===== src/rtl/fir_evt_pkg.sv =====
package fir_evt_pkg;
  function automatic int acc_width(input int dw, input int cw, input int ntaps);
    return dw + cw + $clog2(ntaps);
  endfunction
  function automatic int addr_width(input int ntaps);
    return (ntaps > 1) ? $clog2(ntaps) : 1;
  endfunction
endpackage


===== src/rtl/evt_gap_guard.sv =====
module evt_gap_guard #(
  parameter int TD = 3
) (
  input  logic clk,
  input  logic rst_n,
  input  logic in_valid,
  output logic accept,
  output logic drop_q
);
  localparam int HW = $clog2(TD + 1);

  logic [HW-1:0] hold_q, hold_d;
  logic          hold_en, drop_d, drop_en;

  always_comb begin
    accept  = in_valid && (hold_q == '0);
    drop_d  = in_valid && !accept;
    drop_en = drop_d || drop_q;
    hold_en = accept || (hold_q != '0);
    if (accept) hold_d = HW'(TD - 1);
    else if (hold_q != '0) hold_d = hold_q - HW'(1);
    else hold_d = '0;
  end

  always_ff @(posedge clk or negedge rst_n) begin
    if (!rst_n) begin
      hold_q <= '0;
      drop_q <= 1'b0;
    end else begin
      if (hold_en) hold_q <= hold_d;
      if (drop_en) drop_q <= drop_d;
    end
  end
endmodule


===== src/rtl/evt_pulse_chain.sv =====
module evt_pulse_chain #(
  parameter int NTAPS = 4,
  parameter int TD    = 3
) (
  input  logic                     clk,
  input  logic                     rst_n,
  input  logic                     inject,
  output logic [NTAPS*TD-1:0]      chain_q,
  output logic [NTAPS-1:0]         bnd
);
  localparam int LEN = NTAPS * TD;

  logic [LEN-1:0] chain_d;
  logic           chain_en;

  generate
    if (LEN > 1) begin : g_long
      assign chain_d = {chain_q[LEN-2:0], inject};
    end else begin : g_short
      assign chain_d = inject;
    end
    for (genvar k = 0; k < NTAPS; k++) begin : g_bnd
      assign bnd[k] = chain_q[(k+1)*TD-1];
    end
  endgenerate

  assign chain_en = inject || (|chain_q);

  always_ff @(posedge clk or negedge rst_n) begin
    if (!rst_n) chain_q <= '0;
    else if (chain_en) chain_q <= chain_d;
  end
endmodule


===== src/rtl/evt_tap_store.sv =====
module evt_tap_store #(
  parameter int NTAPS = 4,
  parameter int DW    = 8
) (
  input  logic                       clk,
  input  logic                       rst_n,
  input  logic                       wr,
  input  logic [DW-1:0]              wdata,
  input  logic [NTAPS-1:0]           bnd,
  output logic [NTAPS-1:0][DW-1:0]   taps_d,
  output logic [NTAPS-1:0][DW-1:0]   taps_q
);
  logic taps_en;

  generate
    for (genvar k = 0; k < NTAPS; k++) begin : g_tap
      if (k == 0) begin : g_head
        always_comb begin
          if (wr) taps_d[k] = wdata;
          else if (bnd[k]) taps_d[k] = '0;
          else taps_d[k] = taps_q[k];
        end
      end else begin : g_body
        always_comb begin
          if (bnd[k-1]) taps_d[k] = taps_q[k-1];
          else if (bnd[k]) taps_d[k] = '0;
          else taps_d[k] = taps_q[k];
        end
      end
    end
  endgenerate

  assign taps_en = wr || (|bnd);

  always_ff @(posedge clk or negedge rst_n) begin
    if (!rst_n) taps_q <= '0;
    else if (taps_en) taps_q <= taps_d;
  end
endmodule


===== src/rtl/evt_mac.sv =====
module evt_mac #(
  parameter int NTAPS = 4,
  parameter int DW    = 8,
  parameter int CW    = 8,
  parameter int ACCW  = 18
) (
  input  logic [NTAPS-1:0][DW-1:0] taps,
  input  logic [NTAPS-1:0][CW-1:0] coefs,
  output logic signed [ACCW-1:0]   sum
);
  always_comb begin
    sum = '0;
    for (int k = 0; k < NTAPS; k++) begin
      sum = sum + (ACCW'($signed(taps[k])) * ACCW'($signed(coefs[k])));
    end
  end
endmodule


===== src/rtl/evt_fir.sv =====
module evt_fir
  import fir_evt_pkg::*;
#(
  parameter int NTAPS = 4,
  parameter int TD    = 3,
  parameter int DW    = 8,
  parameter int CW    = 8,
  localparam int ACCW = acc_width(DW, CW, NTAPS),
  localparam int AW   = addr_width(NTAPS)
) (
  input  logic            clk,
  input  logic            rst_n,
  input  logic            in_valid,
  input  logic [DW-1:0]   in_data,
  input  logic            coef_we,
  input  logic [AW-1:0]   coef_addr,
  input  logic [CW-1:0]   coef_wdata,
  output logic            out_valid,
  output logic [ACCW-1:0] out_data,
  output logic            in_drop
);
  logic                       accept;
  logic [NTAPS*TD-1:0]        chain_q;
  logic [NTAPS-1:0]           bnd;
  logic [NTAPS-1:0][DW-1:0]   taps_d, taps_q;
  logic [NTAPS-1:0][CW-1:0]   coef_q;
  logic signed [ACCW-1:0]     sum;
  logic                       evt;

  evt_gap_guard #(.TD(TD)) guard_i (
    .clk(clk), .rst_n(rst_n), .in_valid(in_valid),
    .accept(accept), .drop_q(in_drop)
  );

  evt_pulse_chain #(.NTAPS(NTAPS), .TD(TD)) chain_i (
    .clk(clk), .rst_n(rst_n), .inject(accept),
    .chain_q(chain_q), .bnd(bnd)
  );

  evt_tap_store #(.NTAPS(NTAPS), .DW(DW)) store_i (
    .clk(clk), .rst_n(rst_n), .wr(accept), .wdata(in_data),
    .bnd(bnd), .taps_d(taps_d), .taps_q(taps_q)
  );

  evt_mac #(.NTAPS(NTAPS), .DW(DW), .CW(CW), .ACCW(ACCW)) mac_i (
    .taps(taps_d), .coefs(coef_q), .sum(sum)
  );

  generate
    for (genvar k = 0; k < NTAPS; k++) begin : g_coef
      logic we_k;
      assign we_k = coef_we && (coef_addr == AW'(k));
      always_ff @(posedge clk or negedge rst_n) begin
        if (!rst_n) coef_q[k] <= '0;
        else if (we_k) coef_q[k] <= coef_wdata;
      end
    end
  endgenerate

  assign evt = accept || (|bnd);

  always_ff @(posedge clk or negedge rst_n) begin
    if (!rst_n) begin
      out_valid <= 1'b0;
      out_data  <= '0;
    end else begin
      if (evt || out_valid) out_valid <= evt;
      if (evt) out_data <= sum;
    end
  end
endmodule


===== config.mk =====
export PLATFORM = sky130hd
export DESIGN_NAME = evt_fir
export DESIGN_NICKNAME = d
export VERILOG_FILES = /design/src/rtl/fir_evt_pkg.sv /design/src/rtl/evt_gap_guard.sv /design/src/rtl/evt_pulse_chain.sv /design/src/rtl/evt_tap_store.sv /design/src/rtl/evt_mac.sv /design/src/rtl/evt_fir.sv
export SDC_FILE = /design/constraint.sdc
export NUM_CORES = 1
export LEC_CHECK = 0
export CORE_ASPECT_RATIO = 0.7
export CORE_MARGIN = 2
export CORE_UTILIZATION = 65
export CTS_CLUSTER_DIAMETER = 30
export DETAILED_ROUTE_END_ITERATION = 16
export GPL_ROUTABILITY_DRIVEN = 1
export PLACE_DENSITY_LB_ADDON = 0.12
export RECOVER_POWER = 100
export SETUP_SLACK_MARGIN = 0.4
export SYNTH_ARGS = -nofsm -noshare
export SYNTH_HDL_FRONTEND = slang
export SYNTH_HIERARCHICAL = 1
export SYNTH_SLANG_ARGS = --single-unit

===== constraint.sdc =====
create_clock -name clk -period 11.6 [get_ports clk]
set_input_delay 1.74 -clock clk [delete_from_list [all_inputs] [get_ports clk]]
set_output_delay 1.74 -clock clk [all_outputs]
set_load 0.01 [all_outputs]

==> impl_metrics.toml, run 1 <==
[global_routing]
grt_usage_pct = 30.5
overflow = 0
grt_pass1_wl_um = 59000
grt_start_max_net_pins = 63
met1_usage_pct = 46.1
antenna_found_initial = 0
first_global_vias = 11300
grt_busiest_layer = "met1"
use_met2_pct = 44.5
met3_usage_pct = 8.22

[cells_and_area]
syn2layout_area_growth_pct = 14.5
drive_gt1_share_pct = 16.0
final_nets = 2113
n_antenna_cell = 0
final_core_util_pct = 75.7

[timing]
hold_ws_ps = 347
setup_viol = 0
fin_crit_sh_pct = 97.1
tightestPinTransition_ps = 3200
fin_tns_setup_ps = 0
fin_worst_skew_ps = 13.2
rsz0062_at_grt = "true"
max_freq_mhz = 88.8
max-slew-margin-rel_pct = -114
finalCriticalPeriod_ps = 11270
maxSlewViolCount = 130
hold_viol = 0
fin_ws_ps = 334

[floorplan]
initial_core_util_pct = 66.1
fp-row-count = 47
chipHeight_um = 134
die_w_um = 189
fp.dieArea_mm2 = 0.0253
core_area_mm2 = 0.0236
io_pins = 42

[setup_path]
cp_max_fo = 5
worst_ep_required_time_ps = 11860
worstSetupPathType = "input pin to register"
slowest_delay_ps = 550
crit_top_cell = "fa_1"
end_kind = "register"
arrival_ps = 11520
critPathLaunchType = "input pin"
crit_slowest_cell = "fa_1"

[place]
dpl_worst_slack_ps = -542
place.gp.congestion = 0.949
hpwl_um = 29800
portBuffers = 41

[routing]
drtAntennaViolNets = 0
first_iter_violations = 712
wirelength_um = 36500
vias_per_cell = 5.49
wl_per_cell_um = 18.3
drc = 0
drt-pass1-iter-count = 5
num_vias = 10900

[cts]
cts.path.max_buffers = 2
cts.sink_count = 98
cts_tree = "yes"
cts_inserted_buffers = 9
clk_pin_slew_worst_paths_ps = 80
clkLatencyLatePin_ps = 370
clock-root-buffer = "clkbuf_16"
htree_levels = 3

[hold_path]
hp-class = "register to register"

[yosys]
ys_warn_count = 6
netlist_instances = 1542
synth_area_per_cell_um2 = 10.1
syn_area_mm2 = 0.0156
synth_fp_nets = 1987

[run_status]
failed_checks = "capacitance limit, slew limit"
status = "finished, violations left"

[run]
maxCapViolCount = 4
-- layout by cell type (no fill, tap or decap), drive strengths merged, types with 4 or more instances in the layout --
master	count
nor2	40
a22o	42
fa	292
clkdlybuf4s50	18
dfrtp	98
a21o	5
clkinv	4
nor4	4
o21a	7
o21ai	45
a31oi	5
mux2	50
ha	131
xnor2	44
nand3b	5
buf	92
clkbuf	18
nand2	109
inv	382
and2	145
xor2	14
dlygate4sd3	21
nor3	8
a21oi	20
nand2b	30
-- per-stage QoR --
step,cells,cell area [µm²]
5_1_grt,1991,17900
4_1_cts,1989,17600
3_3_place_gp,1961,16900
6_report,1991,17900
2_1_floorplan,1542,15700
3_5_place_dp,1961,16900
-- flip-flops by register name (all words and copies together), names as in the netlist --
name	cells
coef_q	32
store_i/taps_q	32
out_data	18
chain_i/chain_q	12
guard_i/hold_q	2
guard_i/drop_q	1
out_valid	1
-- final cells by class --
type | instances | area, µm²
well taps | 318 | 398
flip-flops and latches | 98 | 2450
multi-input cells | 1037 | 12100
clock inverters | 7 | 68.8
inverters | 382 | 1440
clock buffers | 9 | 225
fillers | 1680 | 5750
repair buffers | 140 | 1230
-- critical path, delay by kind of cell --
| family | cells | cell delay, ps |
|---|---|---|
| adders and majority gates | 13 | 6070 |
| buffers and inverters | 17 | 1440 |
| and+or+nand+nor | 4 | 770 |
| AOI/OAI and AO/OA | 6 | 740 |
| xor gates and xnor gates | 3 | 440 |
| muxes | 1 | 280 |
-- path summary, 6_finish.rpt --
path | start | end | slack [ps] | depth (start not counted)
max in group asynchronous | rst_n | store_i/taps_q[29]$_DFFE_PN0P_ | 5510 | 2
min in group asynchronous | rst_n | out_data[16]$_DFFE_PN0P_ | 2100 | 1
min reg2reg | chain_i/chain_q[4]$_DFFE_PN0P_ | chain_i/chain_q[5]$_DFFE_PN0P_ | 350 | 0
min | chain_i/chain_q[4]$_DFFE_PN0P_ | chain_i/chain_q[5]$_DFFE_PN0P_ | 350 | 0
max reg2reg | chain_i/chain_q[2]$_DFFE_PN0P_ | out_data[17]$_DFFE_PN0P_ | 690 | 38
max | in_valid | out_data[17]$_DFFE_PN0P_ | 330 | 44
-- routing by layer --
| layer | wire length, µm | part of all wire, % |
|---|---|---|
| met1 | 16200 | 44 |
| met5 | 0 | 0 |
| met4 | 732 | 2.0 |
| met3 | 3290 | 9.0 |
| met2 | 16300 | 45 |
-- repair_timing --
action                     CTS  global route
hold buffers                 0             0
pin swaps                   63            61
hold endpoints to repair     0             0
resized for setup           68            77
setup endpoints to repair    6             7
setup buffers               10             2
cloned                       2             0
Power of run 1 is not shown: default switching activity piles up to over one toggle a cycle in this logic, so the estimate is an artifact.
==> inputs of run 2 (changes only) <==
--- a/config.mk
+++ b/config.mk
@@ -11,9 +11,10 @@
 export CTS_CLUSTER_DIAMETER = 30
 export DETAILED_ROUTE_END_ITERATION = 16
 export GPL_ROUTABILITY_DRIVEN = 1
-export PLACE_DENSITY_LB_ADDON = 0.12
+export PLACE_DENSITY = 0.83
 export RECOVER_POWER = 100
 export SETUP_SLACK_MARGIN = 0.4
+export SLEW_MARGIN = 20
 export SYNTH_ARGS = -nofsm -noshare
 export SYNTH_HDL_FRONTEND = slang
 export SYNTH_HIERARCHICAL = 1
==> run 2 against run 1 <==
Compared with the run above:
- the flow still finishes with violations (capacitance limit, slew limit)
- first-iteration DRC count grew 25%
- sequential cell count did not move
- register-to-register slack worse by 40 ps
- via count increased by 2.2%
- sequential share of layout area increased by 0.050 points
- die area unchanged
- design area down 0.36%
==> impl_metrics.toml, run 2 (same netlist as run 1, synthesis figures left out) <==
[setup_path]
cp_max_fo = 7
worst_ep_required_time_ps = 11860
crit_slowest_cell = "fa_1"
r2r_start = "chain_i/chain_q[5]$_DFFE_PN0P_"
reg2reg_to = "out_data[17]$_DFFE_PN0P_"
end_kind = "register"
critPathLaunchType = "input pin"
arrival_ps = 11640
r2r_setup_slack_ps = 650
slowest_delay_ps = 560
worstSetupPathType = "input pin to register"
crit_top_cell = "fa_1"
reg2reg_depth = 37

[place]
place.gp.congestion = 0.960
portBuffers = 41
hpwl_um = 29500

[cells_and_area]
drive_gt1_share_pct = 15.1
top_regs = "coef_q: 32 flops, store_i/taps_q: 32 flops, out_data: 18 flops"
n_antenna_cell = 0
final_cell_mix = "368 x inv_1, 284 x fa_1, 140 x and2_1"
final_nets = 2113
syn2layout_area_growth_pct = 14.1
final_common_cell = "inv_1"
final_core_util_pct = 75.4

[floorplan]
initial_core_util_pct = 66.1
fp.dieArea_mm2 = 0.0253
die_w_um = 189
chipHeight_um = 134
io_pins = 42
fp-row-count = 47
core_area_mm2 = 0.0236

[global_routing]
first_global_vias = 12000
grt_pass1_wl_um = 60800
overflow = 0
grt_usage_pct = 31.1
grt_start_max_net_pins = 63
antenna_found_initial = 0

[cts]
htree_levels = 3
clkLatencyLatePin_ps = 370
cts.sink_count = 98
cts_inserted_buffers = 9
postCtsHoldBufs = 0
clock-root-buffer = "clkbuf_16"
cts_tree = "yes"
cts.path.max_buffers = 2
clk_pin_slew_worst_paths_ps = 80

[hold_path]
hp-class = "register to register"
min_from = "chain_i/chain_q[7]$_DFFE_PN0P_"
hold_depth = 0
hold-path-endpoint = "chain_i/chain_q[8]$_DFFE_PN0P_"

[routing]
drtAntennaViolNets = 0
wirelength_um = 37300
wl_per_cell_um = 18.7
num_vias = 11200
drt-pass1-iter-count = 5
vias_per_cell = 5.61
drc = 0
first_iter_violations = 889

[timing]
fin_crit_sh_pct = 98.1
fin_tns_setup_ps = 0
finalCriticalPeriod_ps = 11370
hold_ws_ps = 350
tightestPinTransition_ps = 2320
rsz0062_at_grt = "true"
setup_viol = 0
hold_viol = 0
max-slew-margin-rel_pct = -54.8
max_freq_mhz = 87.9
fin_worst_skew_ps = 13.0
maxSlewViolCount = 38

[run_status]
status = "finished, violations left"
failed_checks = "capacitance limit, slew limit"

[run]
maxCapViolCount = 1
==> run 2: cell types whose count changed in the layout (fill, tap and decap cells not counted), moves of 6 or more <==
cell,before,now
buf_4,76,84
dlygate4sd3_1,21,0
inv_1,355,368
inv_2,25,12
and2_1,134,140
and2_4,11,5
clkdlybuf4s50_1,18,39
==> run 2: metrics by stage <==
stage | setup WS [ps] | cells | cell area, µm²
5_1_grt | -29.3 | 1991 | 17800
3_3_place_gp | -382 | 1954 | 16900
6_report | 226 | 1991 | 17800
3_5_place_dp | -611 | 1954 | 16900
4_1_cts | 396 | 1982 | 17600
2_1_floorplan | 402 | 1542 | 15700
==> run 2: layout make-up <==
cell class,instances,area [µm²]
clock buffers,12,267
clock inverters,4,25.0
fillers,1558,5810
inverters,382,1440
multi-input cells,1037,12000
flip-flops and latches,98,2450
well taps,318,398
repair buffers,140,1240
==> run 2: how the worst max path moves through the flow <==
| stage | startpoint | endpoint |
|---|---|---|
| final | in_valid | out_data[17]$_DFFE_PN0P_ |
| after global routing | in_valid | out_data[17]$_DFFE_PN0P_ |
| after CTS | in_valid | out_data[17]$_DFFE_PN0P_ |
| after detailed placement | in_valid | out_data[17]$_DFFE_PN0P_ |
| after global placement | in_valid | out_data[17]$_DFFE_PN0P_ |
| after floorplan | in_valid | out_data[17]$_DFFE_PN0P_ |
==> run 2: critical path: cells and delay by family <==
family / cells / cell delay (ps)
muxes: 1 / 280
and+or+nand+nor: 3 / 500
AOI/OAI and AO/OA: 7 / 1310
xor gates and xnor gates: 3 / 420
adders and majority gates: 13 / 6060
buffers and inverters: 16 / 1300
==> run 2: repair_timing <==
action,4_1_cts,5_1_grt
setup endpoints to repair,7,7
gates resized for setup,65,49
pin swaps,54,43
setup buffers,10,9
cloned,2,0
==> run 2: per-layer routing <==
metal / up-vias / wire length, µm / GRT usage, %
li1: 4959 / - / -
met3: 84 / 3320 / 8.64
met4: 0 / 924 / 7.54
met1: 5699 / 15700 / 43.6
met2: 423 / 17300 / 48.9
met5: - / 0 / 0
Power of run 2 is left out for the same reason.
